$ cat config.mk
export PLATFORM = sky130hd
export DESIGN_NAME = vid_ref_stepper
export DESIGN_NICKNAME = d
export VERILOG_FILES = /design/src/rtl/vref_pkg.sv /design/src/rtl/vid_code_map.sv /design/src/rtl/vid_deskew.sv /design/src/rtl/ref_slew.sv /design/src/rtl/ref_offset_sum.sv /design/src/rtl/vid_ref_stepper.sv
export SDC_FILE = /design/constraint.sdc
export NUM_CORES = 1
export LEC_CHECK = 0
export ABC_CLOCK_PERIOD_IN_PS = 5700
export BUFFER_PORTS_ARGS = -buffer_cell sky130_fd_sc_hd__buf_2
export CAP_MARGIN = 20
export CORE_UTILIZATION = 30
export DETAILED_ROUTE_END_ITERATION = 8
export PLACE_DENSITY = 0.43
export SYNTH_ARGS = -nofsm -noshare
export SYNTH_HDL_FRONTEND = slang
export SYNTH_SLANG_ARGS = --single-unit
$ cat constraint.sdc
create_clock -name clk -period 5.7 [get_ports clk]
set_input_delay 0.855 -clock clk [delete_from_list [all_inputs] [get_ports clk]]
set_output_delay 0.855 -clock clk [all_outputs]
set_load 0.05 [all_outputs]
$ cat src/rtl/vref_pkg.sv
package vref_pkg;
  typedef enum logic [1:0] {
    PH_IDLE  = 2'd0,
    PH_RAMP  = 2'd1,
    PH_TRACK = 2'd2
  } ref_phase_e;
endpackage

$ cat src/rtl/vid_code_map.sv
module vid_code_map #(
  parameter int CODE_W   = 5,
  parameter int REF_W    = 11,
  parameter int STEP_MV  = 25,
  parameter int TOP_MV   = 1550,
  parameter int FLOOR_MV = 800
) (
  input  logic [CODE_W-1:0] code,
  output logic [REF_W-1:0]  tgt_mv
);
  localparam int NSTEP = (TOP_MV - FLOOR_MV) / STEP_MV;

  logic [REF_W-1:0] drop_mv;

  always_comb begin
    drop_mv = REF_W'(code) * REF_W'(STEP_MV);
    if (int'(code) > NSTEP) tgt_mv = REF_W'(FLOOR_MV);
    else                    tgt_mv = REF_W'(TOP_MV) - drop_mv;
  end
endmodule

$ cat src/rtl/vid_deskew.sv
module vid_deskew #(
  parameter int CODE_W = 5,
  parameter int AGREE  = 2
) (
  input  logic              clk,
  input  logic              rst_n,
  input  logic              tick,
  input  logic [CODE_W-1:0] vid,
  output logic [CODE_W-1:0] acc_code
);
  localparam int HIST = (AGREE > 1) ? AGREE - 1 : 1;

  logic [CODE_W-1:0] hist_q [HIST];
  logic [HIST-1:0]   match;

  genvar g;
  generate
    for (g = 0; g < HIST; g++) begin : g_cmp
      assign match[g] = (hist_q[g] == vid);
    end
  endgenerate

  always_ff @(posedge clk or negedge rst_n) begin
    if (!rst_n) begin
      for (int i = 0; i < HIST; i++) hist_q[i] <= '0;
      acc_code <= '0;
    end else if (tick) begin
      hist_q[0] <= vid;
      for (int i = 1; i < HIST; i++) hist_q[i] <= hist_q[i-1];
      if (&match) acc_code <= vid;
    end
  end
endmodule

$ cat src/rtl/ref_slew.sv
module ref_slew
  import vref_pkg::*;
#(
  parameter int REF_W   = 11,
  parameter int STEP_MV = 25
) (
  input  logic             clk,
  input  logic             rst_n,
  input  logic             en,
  input  logic             tick,
  input  logic [REF_W-1:0] tgt_mv,
  output logic [REF_W-1:0] ref_q,
  output logic             active,
  output logic             settled
);
  ref_phase_e       ph_q;
  logic             at_tgt;
  logic             go_up;
  logic [REF_W-1:0] nxt_mv;

  always_comb begin
    at_tgt = (ref_q == tgt_mv);
    go_up  = (ref_q < tgt_mv);
    nxt_mv = go_up ? ref_q + REF_W'(STEP_MV) : ref_q - REF_W'(STEP_MV);
  end

  always_ff @(posedge clk or negedge rst_n) begin
    if (!rst_n) begin
      ph_q  <= PH_IDLE;
      ref_q <= '0;
    end else if (!en) begin
      ph_q  <= PH_IDLE;
      ref_q <= '0;
    end else begin
      case (ph_q)
        PH_IDLE: ph_q <= PH_RAMP;
        PH_RAMP: begin
          if (at_tgt)    ph_q  <= PH_TRACK;
          else if (tick) ref_q <= nxt_mv;
        end
        PH_TRACK: begin
          if (tick && !at_tgt) ref_q <= nxt_mv;
        end
        default: ph_q <= PH_IDLE;
      endcase
    end
  end

  assign active  = (ph_q != PH_IDLE);
  assign settled = (ph_q == PH_TRACK) && at_tgt;
endmodule

$ cat src/rtl/ref_offset_sum.sv
module ref_offset_sum #(
  parameter int REF_W      = 11,
  parameter int OFS_W      = 6,
  parameter int OFS_MAX_MV = 50
) (
  input  logic [REF_W-1:0] ref_in,
  input  logic [OFS_W-1:0] ofs_in,
  input  logic             active,
  output logic [REF_W-1:0] sum_mv
);
  logic [OFS_W-1:0] ofs_sat;

  always_comb begin
    ofs_sat = (ofs_in > OFS_W'(OFS_MAX_MV)) ? OFS_W'(OFS_MAX_MV) : ofs_in;
    sum_mv  = active ? ref_in + REF_W'(ofs_sat) : '0;
  end
endmodule

$ cat src/rtl/vid_ref_stepper.sv
module vid_ref_stepper #(
  parameter int CODE_W     = 5,
  parameter int REF_W      = 11,
  parameter int OFS_W      = 6,
  parameter int STEP_MV    = 25,
  parameter int TOP_MV     = 1550,
  parameter int FLOOR_MV   = 800,
  parameter int OFS_MAX_MV = 50,
  parameter int AGREE      = 2
) (
  input  logic              clk,
  input  logic              rst_n,
  input  logic              en,
  input  logic [CODE_W-1:0] vid_code,
  input  logic              step_tick,
  input  logic [OFS_W-1:0]  ofs_mv,
  output logic [REF_W-1:0]  ref_mv,
  output logic              settled
);
  logic [CODE_W-1:0] acc_code;
  logic [REF_W-1:0]  tgt_mv;
  logic [REF_W-1:0]  ref_raw;
  logic              active;

  vid_deskew #(.CODE_W(CODE_W), .AGREE(AGREE)) u_deskew (
    .clk(clk), .rst_n(rst_n), .tick(step_tick), .vid(vid_code), .acc_code(acc_code)
  );

  vid_code_map #(
    .CODE_W(CODE_W), .REF_W(REF_W), .STEP_MV(STEP_MV),
    .TOP_MV(TOP_MV), .FLOOR_MV(FLOOR_MV)
  ) u_map (
    .code(acc_code), .tgt_mv(tgt_mv)
  );

  ref_slew #(.REF_W(REF_W), .STEP_MV(STEP_MV)) u_slew (
    .clk(clk), .rst_n(rst_n), .en(en), .tick(step_tick), .tgt_mv(tgt_mv),
    .ref_q(ref_raw), .active(active), .settled(settled)
  );

  ref_offset_sum #(.REF_W(REF_W), .OFS_W(OFS_W), .OFS_MAX_MV(OFS_MAX_MV)) u_sum (
    .ref_in(ref_raw), .ofs_in(ofs_mv), .active(active), .sum_mv(ref_mv)
  );
endmodule

# [Word level (Yosys, flattened, before mapping)]
# Cells that the tools add are included.
[totals] input_bits=15 ff_bits=23 out_inout_bits=12 word_cells=42
[classes] n_addsub=4 mux=12 n_lt_le_gt_ge=3 n_reduce_logical=8 n_eq_ne=10 multipliers=1
[ops] cell="two-way mux 11 bit" n=7
[ops] cell="one-hot mux 11 bit (2 select lines)" n=1
[ops] cell="adder 11 x 5 -> 11 bit, second input constant" n=1
[ops] cell="adder 11 x 6 -> 11 bit" n=1
[ops] cell="== test 11 bit" n=1
[ops] cell="< comparator 11 bit" n=1
[ops] cell="subtractor 11 x 10 -> 11 bit, first input constant" n=1
[ops] cell="subtractor 11 x 5 -> 11 bit, second input constant" n=1
[ops] cell="multiplier 5 x 5 -> 10 bit, second input constant" n=1
[ops] cell="greater-than comparator 6 bit, second input constant" n=1
[ops] cell="two-way mux 6 bit" n=1
[ops] cell="inequality test 3 x 2 -> 1 bit, second input constant" n=2
[ops] cell="inequality test 3 bit, second input constant" n=2
[ops] cell="one-hot mux 2 bit (3 select lines)" n=1
[ops] cell="== test 5 bit" n=1
[ops] cell="greater-than comparator 5 bit, second input constant" n=1
[ops] cell="two-way mux 2 bit" n=2
[ops] cell="AND reduction 2 bit" n=2
[ops] cell="AND reduction 4 bit" n=1
[ops] cell="inequality test 3 x 1 -> 1 bit, second input constant" n=1
[ops] cell="== test 2 x 1 -> 1 bit, second input constant" n=1
[ops] cell="== test 2 bit, second input constant" n=1
[ops] cell="logical AND 1 bit" n=2
[ops] cell="logical NOT 2 bit" n=1
[ops] cell="other kinds (3)" n=3

# [Logic depth before layout (Yosys ltp)]
# Gate-level depths: netlist of run 1.
[logic_depth] ltp_word=9 depth_mapped=26 depth_no_buf=25

# [Modules after synthesis]
# A second synthesis of run 1 with hierarchy kept.
[unflattened] hier_cells=323 area_unflattened_um2=2798.9
[modules_own_cells] mod="ref_slew" area_per_inst_um2=1242.4 seq_area_each_um2=325.3 cells_per_inst=141 instances=1
[modules_own_cells] mod="vid_code_map" area_per_inst_um2=668.1 seq_area_each_um2=0.0 cells_per_inst=88 instances=1
[modules_own_cells] mod="vid_deskew" area_per_inst_um2=449.2 seq_area_each_um2=250.2 cells_per_inst=28 instances=1
[modules_own_cells] mod="ref_offset_sum" area_per_inst_um2=439.2 seq_area_each_um2=0.0 cells_per_inst=66 instances=1

# [Worst setup path before layout of run 1]
# No wires, ideal clock.
[synth_path] kind="reg-to-output" startpoint="register u_deskew.acc_code[0]" endpoint="output port settled" arrival_ns=4.977 n_path_buf=0 slack_ns=-0.132 stages_incl_launch_ff=18 required_ns=4.845 path_cell_list="dfrtp_1 -> inv_1 -> ha_1 -> inv_1 -> ha_1 -> fa_1 -> inv_1 -> ha_1 -> nor2b_1 -> o21ai_1 -> a21boi_0 -> o21ai_1 -> a21boi_1 -> o21a_1 -> ha_1 -> and4_1 -> nand3_1 -> nor4b_1"
[synth_between] elab_chain_len=5 elab_cells_between_ends=6 cone_classes="add/sub: 1; mul: 1; order compare: 1; eq/ne: 1; mux: 1; reduce/logical: 1"
[synth_lines] element="from (decl)" line_no="vid_deskew.sv:9" text="output logic [CODE_W-1:0] acc_code"
[synth_lines] element="from (signal assigned)" line_no="vid_deskew.sv:30" text="if (&match) acc_code <= vid;"
[synth_lines] element="multiplier 5 x 5 -> 10 bit" line_no="vid_code_map.sv:16" text="drop_mv = REF_W'(code) * REF_W'(STEP_MV);"
[synth_lines] element="subtractor 11 x 10 -> 11 bit" line_no="vid_code_map.sv:18" text="else tgt_mv = REF_W'(TOP_MV) - drop_mv;"
[synth_lines] element="two-way mux 11 bit (*)" line_no="vid_code_map.sv:17" text="if (int'(code) > NSTEP) tgt_mv = REF_W'(FLOOR_MV);"
[synth_lines] element="== test 11 bit (*)" line_no="ref_slew.sv:22" text="at_tgt = (ref_q == tgt_mv);"
[synth_lines] element="logical AND 1 bit (*)" line_no="ref_slew.sv:50" text="assign settled = (ph_q == PH_TRACK) && at_tgt;"
[synth_lines] element="to (decl)" line_no="vid_ref_stepper.sv:18" text="output logic settled"
# Mark *: on every way between the ends. The rest lies on a longest branch, timed or not.

# [Final worst setup path of run 1]
[layout_path] startpoint="register u_deskew.acc_code[1]" endpoint="register u_slew.ref_q[10]"
[layout_between] elab_chain_len=9 elab_cells_between_ends=17 cone_classes="add/sub: 1; mul: 1; order compare: 2; eq/ne: 3; mux: 7; reduce/logical: 3"
[layout_lines] element="multiplier 5 x 5 -> 10 bit" line_no="vid_code_map.sv:16"
[layout_lines] element="subtractor 11 x 10 -> 11 bit" line_no="vid_code_map.sv:18"
[layout_lines] element="two-way mux 11 bit (*)" line_no="vid_code_map.sv:17"
[layout_lines] element="< comparator 11 bit" line_no="ref_slew.sv:23" text="go_up = (ref_q < tgt_mv);"
[layout_lines] element="two-way mux 11 bit" line_no="ref_slew.sv:24" text="nxt_mv = go_up ? ref_q + REF_W'(STEP_MV) : ref_q - REF_W'(STEP_MV);"
[layout_lines] element="two-way mux 11 bit" line_no="ref_slew.sv:39" text="else if (tick) ref_q <= nxt_mv;"
[layout_lines] element="two-way mux 11 bit" line_no="ref_slew.sv:38" text="if (at_tgt) ph_q <= PH_TRACK;"
[layout_lines] element="one-hot mux 11 bit (2 select lines)" line_no="ref_slew.sv:35" text="case (ph_q)"
[layout_lines] element="two-way mux 11 bit" line_no="ref_slew.sv:31" text="end else if (!en) begin"
[layout_lines] element="to (signal assigned)" line_no="ref_slew.sv:39"
[layout_lines] element="to (signal assigned)" line_no="ref_slew.sv:42" text="if (tick && !at_tgt) ref_q <= nxt_mv;"
[layout_lines] element="to (decl)" line_no="ref_slew.sv:12" text="output logic [REF_W-1:0] ref_q,"
# Mark *: on every way between the ends. The rest lies on a longest branch, timed or not. The select of a mux whose other input is x is not followed.
# A chain may end at the register's enable or synchronous reset.

==> results by group, run 1 <==
Finish
  – Most frequent cells in the layout: ha_1 (47), inv_1 (35), buf_2 (26)
  – Layout area overhead: 12.79%
  – Layout cell share with drive strength beyond 1: 17.44%
  – # fillers: 949
  – Final core occ: 35.42%
  – Commonest non-fill, non-tap cell in the layout: ha_1
  – Layout Nets: 413
  – Diode count: 0

Clocking
  – Worst-Skew Late Latency: 260 ps
  – CTS Sinks: 23
  – H-Tree Level Count: 1
  – CTS Root Cell: clkbuf_8
  – Maximum root-to-sink buffer count: 2
  – Clock slew at reported path FFs: 90 ps
  – TritonCTS Buffers: 3
  – CTS tree: yes

Route
  – WL/cell: 13.54 um
  – DR iter-0 viols: 31
  – Via density: 4.836
  – Detailed Route WL: 6120 um
  – Drt pass-1 iters: 6
  – Routed vias: 2,186
  – Antenna Nets Post-Route: 0
  – DRC: 0

STA
  – Setup ws final: 394.3 ps
  – Hold Vio Cnt, Final: 0
  – Worst slew pin tran: 731.3 ps
  – Rel. slew slack: 51.07%
  – Final Max Slew Viols: 0
  – RSZ-0062 raised after global routing: false
  – Final min period: 5306 ps
  – # setup viols final: 0
  – Achievable frequency: 188.5 MHz
  – Fin Hold WS: 532.0 ps
  – Post-Route Setup TNS: 0 ps
  – Final Cycle Share: 93.08%
  – Worst Skew: 3.129 ps

Logic synthesis
  – Area contributors post-synth: ha_1 (22%), dfrtp_1 (21%), inv_1 (4.9%)
  – Net Count, Synth: 388
  – Post-synth ARST share: 100.0%
  – Synthesized area: 2779 um2
  – Top_reg_cell synth: dfrtp_1
  – Syn Inst Count: 320
  – Yosys top cell by area: ha_1
  – Distinct cells, synth: 54
  – Number of synthesized flops with an enable pin: 0
  – Register area share after synthesis: 20.71%
  – Mean cell area of the mapped netlist: 8.684 um2
  – Post-synth top area share: 22.06%
  – Yosys reg bits: 23
  – Yosys warns: 0

Worst setup path
  – Critical path buffers and inverters: 4
  – Slowest cell on crit path: fa_1
  – Critical path required time: 5860 ps
  – CP Class: reg2reg
  – Worst-path maximum fanout: 5
  – Delay-heaviest family, CP: adder cells
  – Crit path DAT: 5460 ps
  – Critical path endpoint category: register
  – CP Launch Type: register
  – Most frequent CP cell: ha_1
  – CP max stage delay: 530 ps

Floorplan
  – Die Span X: 98.25 um
  – Die Span Y: 98.25 um
  – Die area: 9652 um2
  – Initial Util: 31.41%
  – Row count: 34
  – Core area: 8848 um2
  – Ports: 27

Status
  – Status: complete, no violations

Placed design
  – Routability Congestion: 0.8378
  – Post-DP HPWL: 5034 um
  – # port buffers: 26
  – Pre-CTS worst setup slack: 147.5 ps

Global route
  – Pin count of the biggest net entering global routing: 24
  – Vias in the first global route: 2,110
  – First-pass GRT wire length: 10,410 um
  – Initial antenna violation count: 0
  – Tot GR Track Use: 13.34%
  – Total grt overflow: 0

Worst hold path
  – Worst min-delay path class: reg2reg

Flow run
  – Max Cap Violations: 0
-- sequential cells by signal (all words and copies together), names as in the netlist --
name,cells
u_deskew.hist_q,5
u_slew.ph_q,2
u_slew.ref_q,11
u_deskew.acc_code,5
-- synthesized netlist by cell type, types with 2 or more instances --
library cell / count
o21ai_1: 12
nor2_1: 13
a21o_1: 7
and3b_1: 2
xnor2_1: 14
o21ai_0: 8
o31ai_1: 2
fa_1: 4
clkbuf_1: 8
mux2_2: 5
nand4_1: 6
nor3b_1: 2
a21oi_1: 15
inv_1: 36
a21boi_1: 2
mux2i_1: 9
xor2_1: 7
and3_1: 4
nand2_1: 25
and2_1: 4
mux2_1: 2
ha_1: 49
buf_2: 2
nand2b_1: 4
o21bai_1: 3
nor3_1: 5
or2_2: 4
o21a_1: 3
dfrtp_1: 23
nor2b_1: 10
or3_1: 2
nand3_1: 6
-- cell families (layout without fill, tap and decap cells) --
family                   Yosys count  count (layout)  share of synthesized area [%]
AND/OR/NAND/NOR                   95              95                          18.73
buffers and inverters             47              71                          6.709
adder cells (fa/ha/maj)           53              53                          24.94
AO/OA/AOI/OAI                     65              65                          16.21
multiplexers                      16              16                          6.078
flip-flops                        23              23                          20.71
XOR/XNOR                          21              21                          6.619
-- path summary, 6_finish.rpt --
kind	cells after the start	endpoint	startpoint	slack, ps
max reg2reg	25	u_slew.ref_q[10]$_DFFE_PN0P_	u_deskew.acc_code[1]$_DFFE_PN0P_	390
max	25	u_slew.ref_q[10]$_DFFE_PN0P_	u_deskew.acc_code[1]$_DFFE_PN0P_	390
min in group asynchronous	1	u_deskew.acc_code[1]$_DFFE_PN0P_	rst_n	570
min	1	u_deskew.hist_q[2]$_DFFE_PN0P_	u_deskew.hist_q[2]$_DFFE_PN0P_	530
max in group asynchronous	1	u_slew.ref_q[4]$_DFFE_PN0P_	rst_n	4770
min reg2reg	1	u_deskew.hist_q[2]$_DFFE_PN0P_	u_deskew.hist_q[2]$_DFFE_PN0P_	530
-- repair_timing --
action,4_1_cts,5_1_grt
hold buffers,0,0
setup buffers,0,2
gates resized for setup,0,12
setup endpoints to repair,0,7
-- final cells by class --
| class | count | area (um2) | area share (%) |
|---|---|---|---|
| Clock buffer | 3 | 41.29 | 1.317 |
| Clock inverter | 1 | 5.005 | 0.1597 |
| Inverter | 36 | 135.1 | 4.311 |
| Multi-Input combinational cell | 250 | 2071 | 66.07 |
| Sequential cell | 23 | 575.6 | 18.36 |
| Tap cell | 108 | 135.1 | 4.311 |
| Timing Repair Buffer | 31 | 171.4 | 5.469 |
-- layer usage --
| metal | wire [um] | GRT usage [%] | vias up |
|---|---|---|---|
| li1 | - | - | 1164 |
| met1 | 3328 | 19.75 | 1002 |
| met2 | 2690 | 21.29 | 18 |
| met3 | 58 | 0.4295 | 2 |
| met4 | 42 | 3.444 | 0 |
| met5 | 0 | 0 | - |
-- through the flow --
stage / area, um2 / cells
global route: 3134 / 452
CTS: 3068 / 450
global placement: 3022 / 446
detailed placement: 3022 / 446
finish: 3134 / 452
floorplan: 2785 / 320
Power of run 1 is left out: the tool's default activity adds up to more than one toggle a clock period on the data nets, which glitch-free logic cannot reach.
==> inputs of run 2 (changes only) <==
--- a/config.mk
+++ b/config.mk
@@ -8,9 +8,13 @@
 export ABC_CLOCK_PERIOD_IN_PS = 5700
 export BUFFER_PORTS_ARGS = -buffer_cell sky130_fd_sc_hd__buf_2
 export CAP_MARGIN = 20
+export CELL_PAD_IN_SITES_DETAIL_PLACEMENT = 0
+export CELL_PAD_IN_SITES_GLOBAL_PLACEMENT = 1
+export CORE_ASPECT_RATIO = 1.75
 export CORE_UTILIZATION = 30
 export DETAILED_ROUTE_END_ITERATION = 8
-export PLACE_DENSITY = 0.43
+export PLACE_DENSITY = 0.54
+export SKIP_LAST_GASP = 1
 export SYNTH_ARGS = -nofsm -noshare
 export SYNTH_HDL_FRONTEND = slang
 export SYNTH_SLANG_ARGS = --single-unit
==> results by group, run 2 (synthesis results as in run 1) <==
Route
  – DR iter-0 viols: 46 (+48%)
  – Routed vias: 2,254 (+3.1%)
  – Antenna Nets Post-Route: 0 (unchanged)
  – DRC: 0 (unchanged)
  – Detailed Route WL: 7160 um (+17%)
  – Via density: 4.868 (+0.66%)
  – WL/cell: 15.46 um (+14%)
  – Drt pass-1 iters: 4 (-2)

Clocking
  – CTS tree: yes
  – H-Tree Level Count: 1 (unchanged)
  – TritonCTS Buffers: 3 (unchanged)
  – CTS Root Cell: clkbuf_16
  – CTS Sinks: 23 (unchanged)
  – Maximum root-to-sink buffer count: 2 (unchanged)
  – Worst-Skew Late Latency: 260 ps (about the same)
  – Setup bufs post-CTS: 0 (unchanged)
  – Clock slew at reported path FFs: 60 ps (-30 ps)

Global route
  – Initial antenna violation count: 0 (unchanged)
  – Pin count of the biggest net entering global routing: 24 (unchanged)
  – Tot GR Track Use: 15.74% (+2.4 points)
  – Vias in the first global route: 2,279 (+8.0%)
  – First-pass GRT wire length: 11,410 um (+9.6%)
  – Total grt overflow: 0 (unchanged)

STA
  – Hold Vio Cnt, Final: 0 (unchanged)
  – Achievable frequency: 187.1 MHz (-0.74%)
  – Final min period: 5345 ps (+39.64 ps)
  – Worst Skew: 4.056 ps (+0.9273 ps)
  – Final Max Slew Viols: 0 (unchanged)
  – Final Cycle Share: 93.78% (+0.70 points)
  – Fin Hold WS: 526.2 ps (-5.835 ps)
  – # setup viols final: 0 (unchanged)
  – Setup ws final: 354.7 ps (-39.64 ps)
  – Rel. slew slack: 44.48% (-6.6 points)
  – Worst slew pin tran: 829.7 ps (+98.42 ps)

Finish
  – Largest regs: u_slew.ref_q x11, u_deskew.acc_code x5, u_deskew.hist_q x5
  – Diode count: 0 (unchanged)
  – Layout area overhead: 15.80%
  – Largest register FFs: 11 (unchanged)
  – Commonest non-fill, non-tap cell in the layout: ha_1
  – Most frequent cells in the layout: ha_1 (44), inv_1 (34), buf_2 (26)
  – Layout Nets: 412 (-0.24%)
  – Layout cell share with drive strength beyond 1: 19.53% (+2.1 points)
  – Largest register by flop count: u_slew.ref_q
  – Post-route cell area: 3218 um2 (+2.7%)

Floorplan
  – Row count: 46 (+35%)
  – Die Span X: 74.76 um (-24%)
  – Initial Util: 30.75% (-0.65 points)
  – Die Span Y: 129.3 um (+32%)
  – Core area: 9036 um2 (+2.1%)
  – Die area: 9667 um2 (+0.16%)
  – Ports: 27 (unchanged)

Placed design
  – Pre-CTS worst setup slack: 101.1 ps (-46.44 ps)
  – Routability Congestion: 0.8784 (+4.8%)
  – Cell Area, Placed: 3044 um2 (+0.75%)
  – Post-DP HPWL: 5951 um (+18%)
  – # port buffers: 26 (unchanged)

Worst setup path
  – Delay-heaviest family, CP: adder cells
  – Critical path buffers and inverters: 6 (+2)
  – Critical path required time: 5840 ps (-20 ps)
  – CP Launch Type: register
  – Critical path endpoint category: register
  – CP max stage delay: 550 ps (+20 ps)
  – CP Class: reg2reg
  – Crit path DAT: 5490 ps (+30 ps)
  – Most frequent CP cell: ha_1
  – Slowest cell on crit path: fa_1
  – Worst-path maximum fanout: 5 (unchanged)

Worst hold path
  – Worst min-delay path class: reg2reg

Status
  – Status: complete, no violations

Flow run
  – Max Cap Violations: 0 (unchanged)
[run 2: cell types whose count changed in the layout (fill, tap and decap cells not counted), moves of 2 or more]
| cell | delta |
|---|---|
| ha_1 | -3 |
| ha_2 | +2 |
| clkbuf_8 | -3 |
| clkbuf_16 | +3 |
[run 2: per-layer routing]
metal	GRT usage [%]	part of all wire [%]	wire length (um)
met1	16.69	39	2806
met4	3.108	1.0	74
met2	31.90	58	4187
met5	0	0	0
met3	1.555	1.3	91
[run 2: layout make-up]
class	instances	area, um2
clock buffers	3	75.07
clock inverters	1	5.005
fillers	975	5818
inverters	36	135.1
multi-input cells	250	2113
flip-flops and latches	23	575.6
well taps	120	150.1
repair buffers	30	163.9
[run 2: worst register-to-register path, stage by stage (launching register included)]
cell and delay [ps]:
dfrtp_1 390, inv_2 70, ha_4 260, inv_1 40, ha_1 290, fa_1 550, inv_1 70, ha_4 250
nor2b_1 130, o21ai_1 170, a21boi_1 100, o21ai_1 200, a21boi_2 90, o31ai_2 240, ha_1 270, and4_4 210
o2111a_1 150, a211oi_4 210, inv_2 100, buf_4 160, ha_1 290, buf_4 160, a221oi_4 340, o211ai_2 110
xnor2_1 160, nand2_1 80, mux2i_1 130
[run 2: worst paths after layout]
check                                            startpoint                                to  slack (ps)  cells after the start
hold / removal               u_deskew.hist_q[1]$_DFFE_PN0P_    u_deskew.hist_q[1]$_DFFE_PN0P_         530                      1
max in group asynchronous                             rst_n  u_deskew.acc_code[2]$_DFFE_PN0P_        4760                      1
setup reg to reg           u_deskew.acc_code[0]$_DFFE_PN0P_      u_slew.ref_q[10]$_DFFE_PN0P_         350                     26
min in group asynchronous                             rst_n    u_deskew.hist_q[4]$_DFFE_PN0P_         580                      1
setup / recovery           u_deskew.acc_code[0]$_DFFE_PN0P_      u_slew.ref_q[10]$_DFFE_PN0P_         350                     26
hold reg to reg              u_deskew.hist_q[1]$_DFFE_PN0P_    u_deskew.hist_q[1]$_DFFE_PN0P_         530                      1
[run 2: per-stage QoR]
stage	cells	utilization (%)	setup TNS [ps]
6_report	463	35.61	0
2_1_floorplan	320	-	0
5_1_grt	463	35.61	-7.063
3_5_place_dp	459	33.69	0
4_1_cts	463	34.57	0
3_3_place_gp	459	33.69	0
[run 2: what timing repair did]
action                     in CTS  in global routing
setup endpoints to repair       0                  6
gates resized for setup         0                 21
hold endpoints to repair        0                  0
hold buffers                    0                  0
Power of run 2 is left out for the same reason.
